$ cat src/rtl/ocmp_pkg.sv
package ocmp_pkg;
  localparam int MODE_W = 4;
  localparam logic [MODE_W-1:0] MODE_OFF = 4'b0000;
  localparam logic [MODE_W-1:0] MODE_SET = 4'b1000;
  localparam logic [MODE_W-1:0] MODE_CLR = 4'b1001;
  localparam logic [MODE_W-1:0] MODE_TGL = 4'b0010;
  localparam logic [MODE_W-1:0] MODE_SWI = 4'b1010;

  typedef struct packed {
    logic              irq_en;
    logic              tsel;
    logic [MODE_W-1:0] mode;
  } ctl_t;

  // latch value after a match under the given mode
  function automatic logic match_next(input logic [MODE_W-1:0] mode, input logic cur);
    case (mode)
      MODE_SET: match_next = 1'b1;
      MODE_CLR: match_next = 1'b0;
      MODE_TGL: match_next = ~cur;
      default:  match_next = cur;
    endcase
  endfunction

  // does a match under this mode raise the flag
  function automatic logic match_flags(input logic [MODE_W-1:0] mode);
    match_flags = (mode != MODE_OFF);
  endfunction
endpackage

$ cat src/rtl/ocmp_regs.sv
module ocmp_regs
  import ocmp_pkg::*;
#(
  parameter int TW = 16
) (
  input  logic          clk,
  input  logic          rst_n,
  input  logic          cmp_wr,
  input  logic [TW-1:0] cmp_wdata,
  input  logic          ctl_wr,
  input  ctl_t          ctl_wdata,
  output logic [TW-1:0] cmp_q,
  output ctl_t          ctl_q,
  output logic          ctl_zero_wr
);
  assign ctl_zero_wr = ctl_wr && (ctl_wdata == '0);

  always_ff @(posedge clk or negedge rst_n) begin
    if (!rst_n) begin
      cmp_q <= '0;
      ctl_q <= '0;
    end else begin
      if (cmp_wr) cmp_q <= cmp_wdata;
      if (ctl_wr) ctl_q <= ctl_wdata;
    end
  end
endmodule

$ cat src/rtl/ocmp_match.sv
module ocmp_match #(
  parameter int TW = 16
) (
  input  logic          clk,
  input  logic          rst_n,
  input  logic [TW-1:0] timer_a,
  input  logic [TW-1:0] timer_b,
  input  logic          tsel,
  input  logic [TW-1:0] cmp_q,
  output logic          eq_now,
  output logic          hit
);
  logic [TW-1:0] tsrc;
  logic          eq_q;

  assign tsrc   = tsel ? timer_b : timer_a;
  assign eq_now = (tsrc == cmp_q);
  assign hit    = eq_now && !eq_q;

  always_ff @(posedge clk or negedge rst_n) begin
    if (!rst_n) eq_q <= 1'b0;
    else        eq_q <= eq_now;
  end
endmodule

$ cat src/rtl/ocmp_action.sv
module ocmp_action
  import ocmp_pkg::*;
(
  input  logic              clk,
  input  logic              rst_n,
  input  logic              hit,
  input  logic [MODE_W-1:0] mode,
  input  logic              ctl_zero_wr,
  input  logic              flag_clr,
  input  logic              dir_in,
  output logic              latch_q,
  output logic              flag_q,
  output logic              oe_q
);
  always_ff @(posedge clk or negedge rst_n) begin
    if (!rst_n) begin
      latch_q <= 1'b0;
      flag_q  <= 1'b0;
      oe_q    <= 1'b0;
    end else begin
      oe_q <= !dir_in;
      if (ctl_zero_wr)  latch_q <= 1'b0;
      else if (hit)     latch_q <= match_next(mode, latch_q);
      if (hit && match_flags(mode)) flag_q <= 1'b1;
      else if (flag_clr)            flag_q <= 1'b0;
    end
  end
endmodule

$ cat src/rtl/ocmp_unit.sv
module ocmp_unit
  import ocmp_pkg::*;
#(
  parameter int TW = 16,
  localparam int CW = MODE_W + 2
) (
  input  logic          clk,
  input  logic          rst_n,
  input  logic          cmp_wr,
  input  logic [TW-1:0] cmp_wdata,
  input  logic          ctl_wr,
  input  logic [CW-1:0] ctl_wdata,
  input  logic          flag_clr,
  input  logic          dir_in,
  input  logic [TW-1:0] timer_a,
  input  logic [TW-1:0] timer_b,
  output logic          pin_out,
  output logic          pin_oe,
  output logic          irq
);
  logic [TW-1:0] cmp_q;
  ctl_t          ctl_q;
  logic          ctl_zero_wr;
  logic          eq_now;
  logic          hit;
  logic          latch_q;
  logic          flag_q;
  logic          oe_q;

  ocmp_regs #(.TW(TW)) u_regs (
    .clk(clk), .rst_n(rst_n), .cmp_wr(cmp_wr), .cmp_wdata(cmp_wdata),
    .ctl_wr(ctl_wr), .ctl_wdata(ctl_t'(ctl_wdata)), .cmp_q(cmp_q),
    .ctl_q(ctl_q), .ctl_zero_wr(ctl_zero_wr)
  );

  ocmp_match #(.TW(TW)) u_match (
    .clk(clk), .rst_n(rst_n), .timer_a(timer_a), .timer_b(timer_b),
    .tsel(ctl_q.tsel), .cmp_q(cmp_q), .eq_now(eq_now), .hit(hit)
  );

  ocmp_action u_action (
    .clk(clk), .rst_n(rst_n), .hit(hit), .mode(ctl_q.mode),
    .ctl_zero_wr(ctl_zero_wr), .flag_clr(flag_clr), .dir_in(dir_in),
    .latch_q(latch_q), .flag_q(flag_q), .oe_q(oe_q)
  );

  assign pin_oe  = oe_q;
  assign pin_out = oe_q & latch_q;
  assign irq     = flag_q & ctl_q.irq_en;
endmodule

$ cat config.mk
export PLATFORM = sky130hd
export DESIGN_NAME = ocmp_unit
export DESIGN_NICKNAME = d
export VERILOG_FILES = /design/src/rtl/ocmp_pkg.sv /design/src/rtl/ocmp_regs.sv /design/src/rtl/ocmp_match.sv /design/src/rtl/ocmp_action.sv /design/src/rtl/ocmp_unit.sv
export SDC_FILE = /design/constraint.sdc
export NUM_CORES = 1
export LEC_CHECK = 0
export ABC_AREA = 0
export BUFFER_PORTS_ARGS = -buffer_cell sky130_fd_sc_hd__buf_4
export CORE_MARGIN = 2
export CORE_UTILIZATION = 50
export DETAILED_ROUTE_END_ITERATION = 6
export PLACE_DENSITY = 0.84
export SKIP_LAST_GASP = 1
export SLEW_MARGIN = 20
export SYNTH_ARGS = -nofsm -noshare
export SYNTH_HDL_FRONTEND = slang
export SYNTH_HIERARCHICAL = 1
export SYNTH_SLANG_ARGS = --single-unit
$ cat constraint.sdc
create_clock -name clk -period 6.6 [get_ports clk]
set_clock_uncertainty 0.1 [all_clocks]
set_input_delay 0.66 -clock clk [delete_from_list [all_inputs] [get_ports clk]]
set_output_delay 0.66 -clock clk [all_outputs]
set_load 0.03 [all_outputs]
==> results.md, run 1 <==
* CP startpoint: u_regs/ctl_q[4]
* Routed Antenna Nets at 0
* Final min period at 2910 ps
* Initial core utilization at 52.4%
* Setup TNS at 0 ps
* Register area share after synthesis at 45.5%
* Top-area cell type share of the netlist area at 45.5%
* CTS tree: done
* Syn Std Cell Area at 1430 um^2
* Worst Hold Class: input port to asynchronous set/reset pin
* Placed Area at 1880 um^2
* Die Area at 3310 um^2
* Root buffer cell: clkbuf_4
* Cell count of the worst reg-to-reg path at 8
* Switching Share at 24.7%
* WL/cell at 13.5 um
* Share of cells above drive strength 1 at 56.0%
* Vias at 1,046
* Cell taking the most area after synthesis: dfrtp_1
* Reg clk slew, reported paths at 130 ps
* Largest net degree at the start of global routing at 27
* Number of synthesized flops with an enable pin at 0
* Post-CTS Resized at 0
* Worst-margin pin slew at 873 ps
* Die H at 57.5 um
* PortBufs at 62
* GRT Total Usage at 17.7%
* Final Instance Area at 1920 um^2
* Comb power frac at 23.1%
* Initial antenna violation count at 0
* Final hold vios at 0
* Crit. End Element: flip-flop
* Core Rows at 19
* Fmax at 344 MHz
* Gr ovfl total at 0
* WP data arrival at 3000 ps
* CTS max path bufs at 2
* Leakage power at 0.928 nW
* Max-cap violations at 0
* Synth area leaders: dfrtp_1, mux2_2, mux2i_1
* Worst slew margin at 41.8%
* N_diodes at 0
* Drt pass-1 iters at 4
* Ports at 63
* Max-slew violation count at 0
* NetSw at 0.0000848 W
* CTS buffer count at 3
* Layout area overhead at 34.1%
* Int Pwr at 0.000259 W
* RSZ-0062 raised after global routing: false
* Pwr per Cell Area at 179 nW/um^2
* CP Data Required Time at 6690 ps
* Global-route wire length before repair at 4.63 mm
* Top_reg_cell synth: dfrtp_1
* Hold bufs inserted after CTS at 0
* Crit Path Class: flip-flop to flip-flop
* Final GP Congestion at 0.754
* CTS Sinks at 26
* H-tree depth at 1
* Reg-to-reg critical path endpoint: u_action/latch_q
* DRC Markers at 0
* Final wirelength at 2.69 mm
* Final setup fails at 0
* Syn_nets at 167
* Clk_lat worst skew at 300 ps
* Startpoint Class: flip-flop
* Initial DRC count at 6
* Reg2Reg Setup Slack at 3690 ps
* Yosys warnings at 6
* Drt via density at 5.26
* Mapped Cells at 107
* Clock network fraction of total power at 22.2%
* Worst vdd ir at 0.141 mV
* Number of global-route vias before repair at 1,161
* Post-CTS setup buffers at 0
* Status: complete, no violations
* Die width at 57.5 um
* Filler cell count at 203
* Reg-to-reg critical path startpoint: u_regs/ctl_q[4]
* Sequential Power Share at 54.7%
* Avg Inst Size Synth at 13.4 um^2
* Crit path max fanout at 17
* Yosys reg bits at 26
* Placeable core area at 2730 um^2
* NumNets Final at 229
* Synth unique cells at 23
* Core Util, Final at 70.2%
* Post-synth ARST share at 100%
* Final period util at 44.1%
## worst max path at each step
stage,to,slack [ps],cells after the start
floorplan,u_action/latch_q,4300,8
global placement,u_action/latch_q,3830,8
detailed placement,u_action/latch_q,3700,8
CTS,u_action/latch_q,3680,8
global route,u_action/latch_q,3490,8
finish,u_action/latch_q,3690,8
## cells in the final DEF (no fill, tap or decap), drive strengths merged
master	instances
buf	62
dfrtp	26
mux2	23
mux2i	16
xor2	16
clkbuf	4
nand4	4
inv	3
and2	2
nor4	2
nor4b	1
nand4bb	1
a21boi	1
or2	1
a31oi	1
a2111oi	1
o41ai	1
o21ai	1
nor2b	1
or4b	1
## kinds of logic after synthesis
kind of cell | count (synthesis) | synth area share (%)
buf+inv | 8 | 4.46
mux | 39 | 29.5
flops | 26 | 45.5
compound gates | 5 | 2.97
xor+xnor | 16 | 9.79
simple gates | 13 | 7.78
## flip-flops by register name (all words and copies together) (netlist names)
register / flops
u_action/oe_q: 1
u_action/flag_q: 1
u_match/eq_q: 1
u_regs/cmp_q: 16
u_regs/ctl_q: 6
u_action/latch_q: 1
## cell type report
type	count	area, um^2	share of cell area [%]
Multi-Input combinational cell	73	717	37.4
Tap cell	31	38.8	2.02
Clock buffer	4	36.3	1.89
Inverter	3	11.3	0.587
Sequential cell	26	651	33.9
Timing Repair Buffer	62	465	24.3
## metal layers
| metal | track usage [%] | wire, um | vias to the layer above |
|---|---|---|---|
| li1 | - | - | 507 |
| met1 | 19.2 | 988 | 508 |
| met2 | 35.9 | 1560 | 29 |
| met3 | 2.27 | 127 | 2 |
| met4 | 3.65 | 12 | 0 |
| met5 | 0 | 0 | - |
## cells in the mapped netlist, types with 2 or more instances
master and number:
dfrtp_1 26, mux2i_1 16, xor2_1 16, mux2_2 22
buf_2 2, buf_6 2, nand4_1 3, inv_1 3
and2_1 2, nor4_2 2
## power by group through the flow
stage / Clock [W] / Combinational (W) / Sequential (W)
after detailed placement: 0 / 0.0000804 / 0.000192
after global routing: 0.0000862 / 0.0000875 / 0.000191
after global placement: 0 / 0.0000781 / 0.000190
after CTS: 0.0000810 / 0.0000806 / 0.000188
after floorplan: 0 / 0.0000523 / 0.000185
final: 0.0000762 / 0.0000794 / 0.000188
## per-stage QoR
stage | worst slack [ps] | total power (W) | std cells | hold slack (ps)
after global routing | 3490 | 0.000364 | 199 | 128
after global placement | 3830 | 0.000269 | 195 | 385
after CTS | 3680 | 0.000350 | 199 | 128
final | 3690 | 0.000344 | 199 | 127
after detailed placement | 3700 | 0.000272 | 195 | 394
after floorplan | 4300 | 0.000237 | 107 | 264
## critical path, cell delays in order (launching register included)
cell	delay [ps]
dfrtp_1	940
mux2i_1	320
xor2_1	210
nand4_2	120
nor4_2	280
nor2b_1	280
nor4b_1	280
mux2_4	210
a2111oi_2	60
No activity file was read; power rests on OpenSTA's default activity.
==> inputs of run 2 (changes only) <==
Settings changed: CORE_UTILIZATION 50 to 42, PLACE_DENSITY 0.84 to 0.75.
Clock period 6.6 ns to 2.6 ns, I/O delays scaled along.
==> results.md, run 2 (synthesis gave the netlist of run 1 again) <==
* Status: complete, no violations
* Crit-path max cell delay at 410 ps
* Final min period at 2410 ps
* Core Rows at 21
* Final worst slack at 192 ps
* PnR Total Power at 0.000851 W
* CP Cell Sequence: buf_12 -> mux2i_1 -> xor2_1 -> nand4_1 -> nor4_2 -> nor2b_4 -> nor4b_2 -> mux2_4 -> a2111oi_2
* Startpoint Class: flip-flop
* CP Data Required Time at 2690 ps
* Final period util at 92.6%
* Leakage power at 0.949 nW
* PortBufs at 62
* Final hold vios at 0
* Bufs and invs on worst path at 1
* Share of cells above drive strength 1 at 57.0%
* Placed Cells at 211
* CTS tree: done
* Root buffer cell: clkbuf_4
* Initial DRC count at 23
* Worst Hold Class: input port to flip-flop
* Fin Hold WS at 28.9 ps
* Die H at 62.4 um
* Gr ovfl total at 0
* Initial antenna violation count at 0
* DRC Markers at 0
* Critical Path Stages at 9
* Core Util, Final at 60.2%
* Final setup fails at 0
* H-tree depth at 1
* Worst vdd ir at 0.329 mV
* Most frequent cells in the layout: buf_4, dfrtp_1, mux2_2
* Number of global-route vias before repair at 1,243
* Capture point of the worst path: u_action/latch_q
* Crit path max fanout at 16
* Max-slew violation count at 0
* Drt via density at 4.89
* Crit. End Element: flip-flop
* Vias at 1,066
* Routed Antenna Nets at 0
* Largest Register: u_regs/cmp_q
* Final GP Congestion at 0.709
* N_diodes at 0
* Reg-to-reg critical path endpoint: u_action/latch_q
* Drt pass-1 iters at 3
* Pwr per Cell Area at 427 nW/um^2
* Clk_lat worst skew at 300 ps
* Die width at 62.4 um
* Commonest non-fill, non-tap cell in the layout: buf_4
* Reg clk slew, reported paths at 130 ps
* Initial core utilization at 43.2%
* Cell count of the worst reg-to-reg path at 9
* Fmax at 415 MHz
* Worst slew margin at 71.8%
* Slowest-stage cell, CP: dfrtp_1
* GRT Total Usage at 16.6%
* Reg2Reg Setup Slack at 190 ps
* Worst-margin pin slew at 418 ps
* Placeable core area at 3310 um^2
* Crit Path Class: flip-flop to flip-flop
* Final HPWL DP at 2.31 mm
* Crit path max-delay family: simple AND/OR/NAND/NOR gates
* CP startpoint: u_regs/ctl_q[4]
* NumNets Final at 234
* Filler cell count at 305
* Max-cap violations at 0
* WP data arrival at 2500 ps
* Largest net degree at the start of global routing at 27
* Regs by FF count: u_regs/cmp_q: 16 flops, u_regs/ctl_q: 6 flops
* CTS Sinks at 26
* Max reg flops at 16
* Pre-CTS setup slack at 70.4 ps
* Die Area at 3890 um^2
* Global-route wire length before repair at 5.22 mm
* Ports at 63
* Layout area overhead at 39.2%
* Post-Layout Cell Count at 218
* Final wirelength at 2.92 mm
* CTS buffer count at 3
* Reg-to-reg critical path startpoint: u_regs/ctl_q[4]
* WL/cell at 13.4 um
* CTS max path bufs at 2
run 2: area by class of cell:
type | instances | area, um^2 | area share [%]
tap | 46 | 57.6 | 2.89
sequential | 26 | 651 | 32.6
inverter | 3 | 11.3 | 0.565
multi-input combinational | 73 | 731 | 36.7
timing repair buffer | 67 | 520 | 26.1
clock buffer | 3 | 22.5 | 1.13
run 2: power by group:
group / switching (W) / total, W / internal (W)
sequential: 0.0000270 / 0.000466 / 0.000439
combinational: 0.0000832 / 0.000225 / 0.000141
clock: 0.000106 / 0.000160 / 0.0000540
total: 0.000217 / 0.000851 / 0.000635
run 2: worst min-delay path by stage:
| stage | from | to | slack, ps | depth (start not counted) |
|---|---|---|---|---|
| floorplan | rst_n | u_action/flag_q | -140 | 0 |
| detailed placement | rst_n | u_action/oe_q | 90 | 1 |
| global placement | rst_n | u_action/oe_q | 90 | 1 |
| finish | flag_clr | u_action/flag_q | 30 | 2 |
| CTS | flag_clr | u_action/flag_q | 20 | 2 |
| global route | flag_clr | u_action/flag_q | 40 | 2 |
run 2: metal layers:
layer | GRT usage (%) | part of all wire, % | up-vias | wire (um)
met3 | 3.96 | 7.3 | 4 | 212
met5 | 0 | 0 | - | 0
met1 | 17.1 | 39 | 505 | 1140
li1 | - | - | 517 | -
met4 | 5.00 | 1.2 | 0 | 34
met2 | 32.7 | 52 | 40 | 1530
run 2: through the flow:
step	area, um^2	setup TNS (ps)
after floorplan	1430	0
after global placement	1920	0
after detailed placement	1920	0
after CTS	1960	0
after global routing	1990	-12.7
final	1990	0
run 2: repair_timing:
item / CTS / global route
resized for setup: 0 / 3
hold buffers: 2 / 0
endpoints found under the hold margin: 27 / 0
setup buffers: 0 / 2
endpoints found under the setup margin: 0 / 1
==> inputs of run 3 (changes only) <==
Settings changed: CELL_PAD_IN_SITES_DETAIL_PLACEMENT set to 1, CELL_PAD_IN_SITES_GLOBAL_PLACEMENT set to 2, CORE_UTILIZATION 42 to 26, PLACE_DENSITY 0.75 to unset, PLACE_DENSITY_LB_ADDON set to 0.1.
==> results.md, run 3 (synthesis gave the netlist of run 1 again) <==
* Status: complete, no violations
* Drt via density at 4.35
* Layout area overhead at 42.1%
* Setup TNS at 0 ps
* Worst-margin pin slew at 348 ps
* Fmax at 420 MHz
* Reg clk slew, reported paths at 90 ps
* Initial core utilization at 26.5%
* CP Data Required Time at 2650 ps
* Routed Antenna Nets at 0
* Initial DRC count at 12
* Regs by FF count: u_regs/cmp_q: 16 flops, u_regs/ctl_q: 6 flops
* Sequential Power Share at 49.0%
* Most used cell, CP: buf_4
* Pwr per Cell Area at 469 nW/um^2
* Max reg flops at 16
* Crit-path max cell delay at 350 ps
* Startpoint Class: flip-flop
* Ports at 63
* Int Pwr at 0.000712 W
* WP data arrival at 2430 ps
* CP Cell Sequence: buf_4 -> mux2i_2 -> xor2_1 -> nand4_2 -> nor4_2 -> nor2b_2 -> buf_4 -> nand4bb_1 -> a21boi_1 -> a2111oi_2
* Core Rows at 27
* FF/Latch Area at 651 um^2
* Filler cell count at 593
* Reg2Reg Setup Slack at 220 ps
* CTS Sinks at 26
* Vias at 1,062
* Global-route wire length before repair at 5.92 mm
* N_diodes at 0
* Final GP Congestion at 0.693
* WHS Path Cells at 2
* Gr ovfl total at 0
* NumNets Final at 233
* CTS buffer count at 3
* PortBufs at 62
* RSZ-0062 raised after global routing: false
* Drt pass-1 iters at 3
* Root buffer cell: clkbuf_8
* Clock network fraction of total power at 27.1%
* Number of global-route vias before repair at 1,237
* Initial antenna violation count at 0
* Final Instance Area at 2030 um^2
* Post-CTS setup buffers at 0
* Most frequent cells in the layout: buf_4, dfrtp_1, mux2_2
* Placed Area at 1960 um^2
* NetSw at 0.000241 W
* Placeable core area at 5410 um^2
* Hold Path End: u_action/oe_q
* Max-slew violation count at 0
* Max-cap violations at 0
* Switching Share at 25.3%
* Worst Hold Launch: dir_in
* Reg-to-reg critical path endpoint: u_action/latch_q
* Share of cells above drive strength 1 at 58.1%
* Die width at 78.2 um
* WL/cell at 14.9 um
* Bufs and invs on worst path at 2
* Worst Hold Class: input port to flip-flop
* Leakage power at 0.954 nW
* Worst vdd ir at 0.170 mV
* Crit. End Element: flip-flop
* Commonest non-fill, non-tap cell in the layout: buf_4
* Clk_lat worst skew at 260 ps
* Largest Register: u_regs/cmp_q
* Die H at 78.2 um
* Pre-CTS setup slack at 86.9 ps
* GRT Total Usage at 12.3%
* Final setup fails at 0
* CTS tree: done
* Final period util at 91.5%
* H-tree depth at 1
* DRC Markers at 0
* Final hold vios at 0
* Crit Path Class: flip-flop to flip-flop
* Slowest-stage cell, CP: dfrtp_1
* Largest net degree at the start of global routing at 27
* Comb power frac at 23.9%
* Cell count of the worst reg-to-reg path at 10
* Reg-to-reg critical path startpoint: u_regs/ctl_q[4]
* Crit path max fanout at 10
* Final min period at 2380 ps
* CTS max path bufs at 2
* Final wirelength at 3.62 mm
* Final HPWL DP at 2.87 mm
* Final worst slack at 222 ps
* Multi-input gate area at 729 um^2
* Crit path max-delay family: simple AND/OR/NAND/NOR gates
* Worst slew margin at 76.8%
* Die Area at 6110 um^2
==> run 3: how the worst max path moves through the flow <==
| stage | to | cells after the start | from |
|---|---|---|---|
| 6_report | u_action/latch_q | 10 | u_regs/ctl_q[4] |
| 2_1_floorplan | u_action/latch_q | 10 | u_regs/ctl_q[4] |
| 4_1_cts | u_action/latch_q | 10 | u_regs/ctl_q[4] |
| 3_5_place_dp | u_action/latch_q | 10 | u_regs/ctl_q[4] |
| 5_1_grt | u_action/latch_q | 10 | u_regs/ctl_q[4] |
| 3_3_place_gp | u_action/latch_q | 10 | u_regs/ctl_q[4] |
==> run 3: stage by stage <==
stage | utilization, % | instances | total power [W] | hold WS (ps)
global route | 37.6 | 244 | 0.00102 | 4.30
CTS | 37.4 | 244 | 0.000970 | 14.9
global placement | 36.2 | 239 | 0.000696 | 94.9
detailed placement | 36.2 | 239 | 0.000705 | 96.0
finish | 37.6 | 244 | 0.000954 | 22.2
floorplan | - | 107 | 0.000602 | -136
==> run 3: power by group through the flow <==
stage          combinational (W)  sequential, W  clock [W]
3_5_place_dp            0.000229       0.000476          0
3_3_place_gp            0.000223       0.000473          0
6_report                0.000228       0.000467   0.000259
2_1_floorplan           0.000133       0.000469          0
4_1_cts                 0.000232       0.000467   0.000271
5_1_grt                 0.000249       0.000474   0.000294
==> run 3: what timing repair did <==
| action | in CTS | in global routing |
|---|---|---|
| endpoints found under the setup margin | 0 | 1 |
| endpoints found under the hold margin | 26 | 0 |
| gates resized for setup | 0 | 4 |
| hold buffers | 1 | 0 |
==> run 3: per-layer routing <==
metal | global-route usage [%] | share of wire [%]
met3 | 2.64 | 5.2
met1 | 14.8 | 40
met5 | 0 | 0
met4 | 3.16 | 0.50
met2 | 22.1 | 54
==> run 3: worst reg2reg max path: stages, from the launching register on <==
cell and delay, ps:
dfrtp_1 350, buf_4 210, mux2i_2 270, xor2_1 190, nand4_2 130, nor4_2 290, nor2b_2 210, buf_4 130
nand4bb_1 100, a21boi_1 200, a2111oi_2 70
==> run 3: cell type report <==
type | instances | share of cell area, %
multi-input combinational | 73 | 35.9
tap | 72 | 4.43
clock buffer | 4 | 2.71
inverter | 3 | 0.554
timing repair buffer | 66 | 24.5
sequential | 26 | 32.0
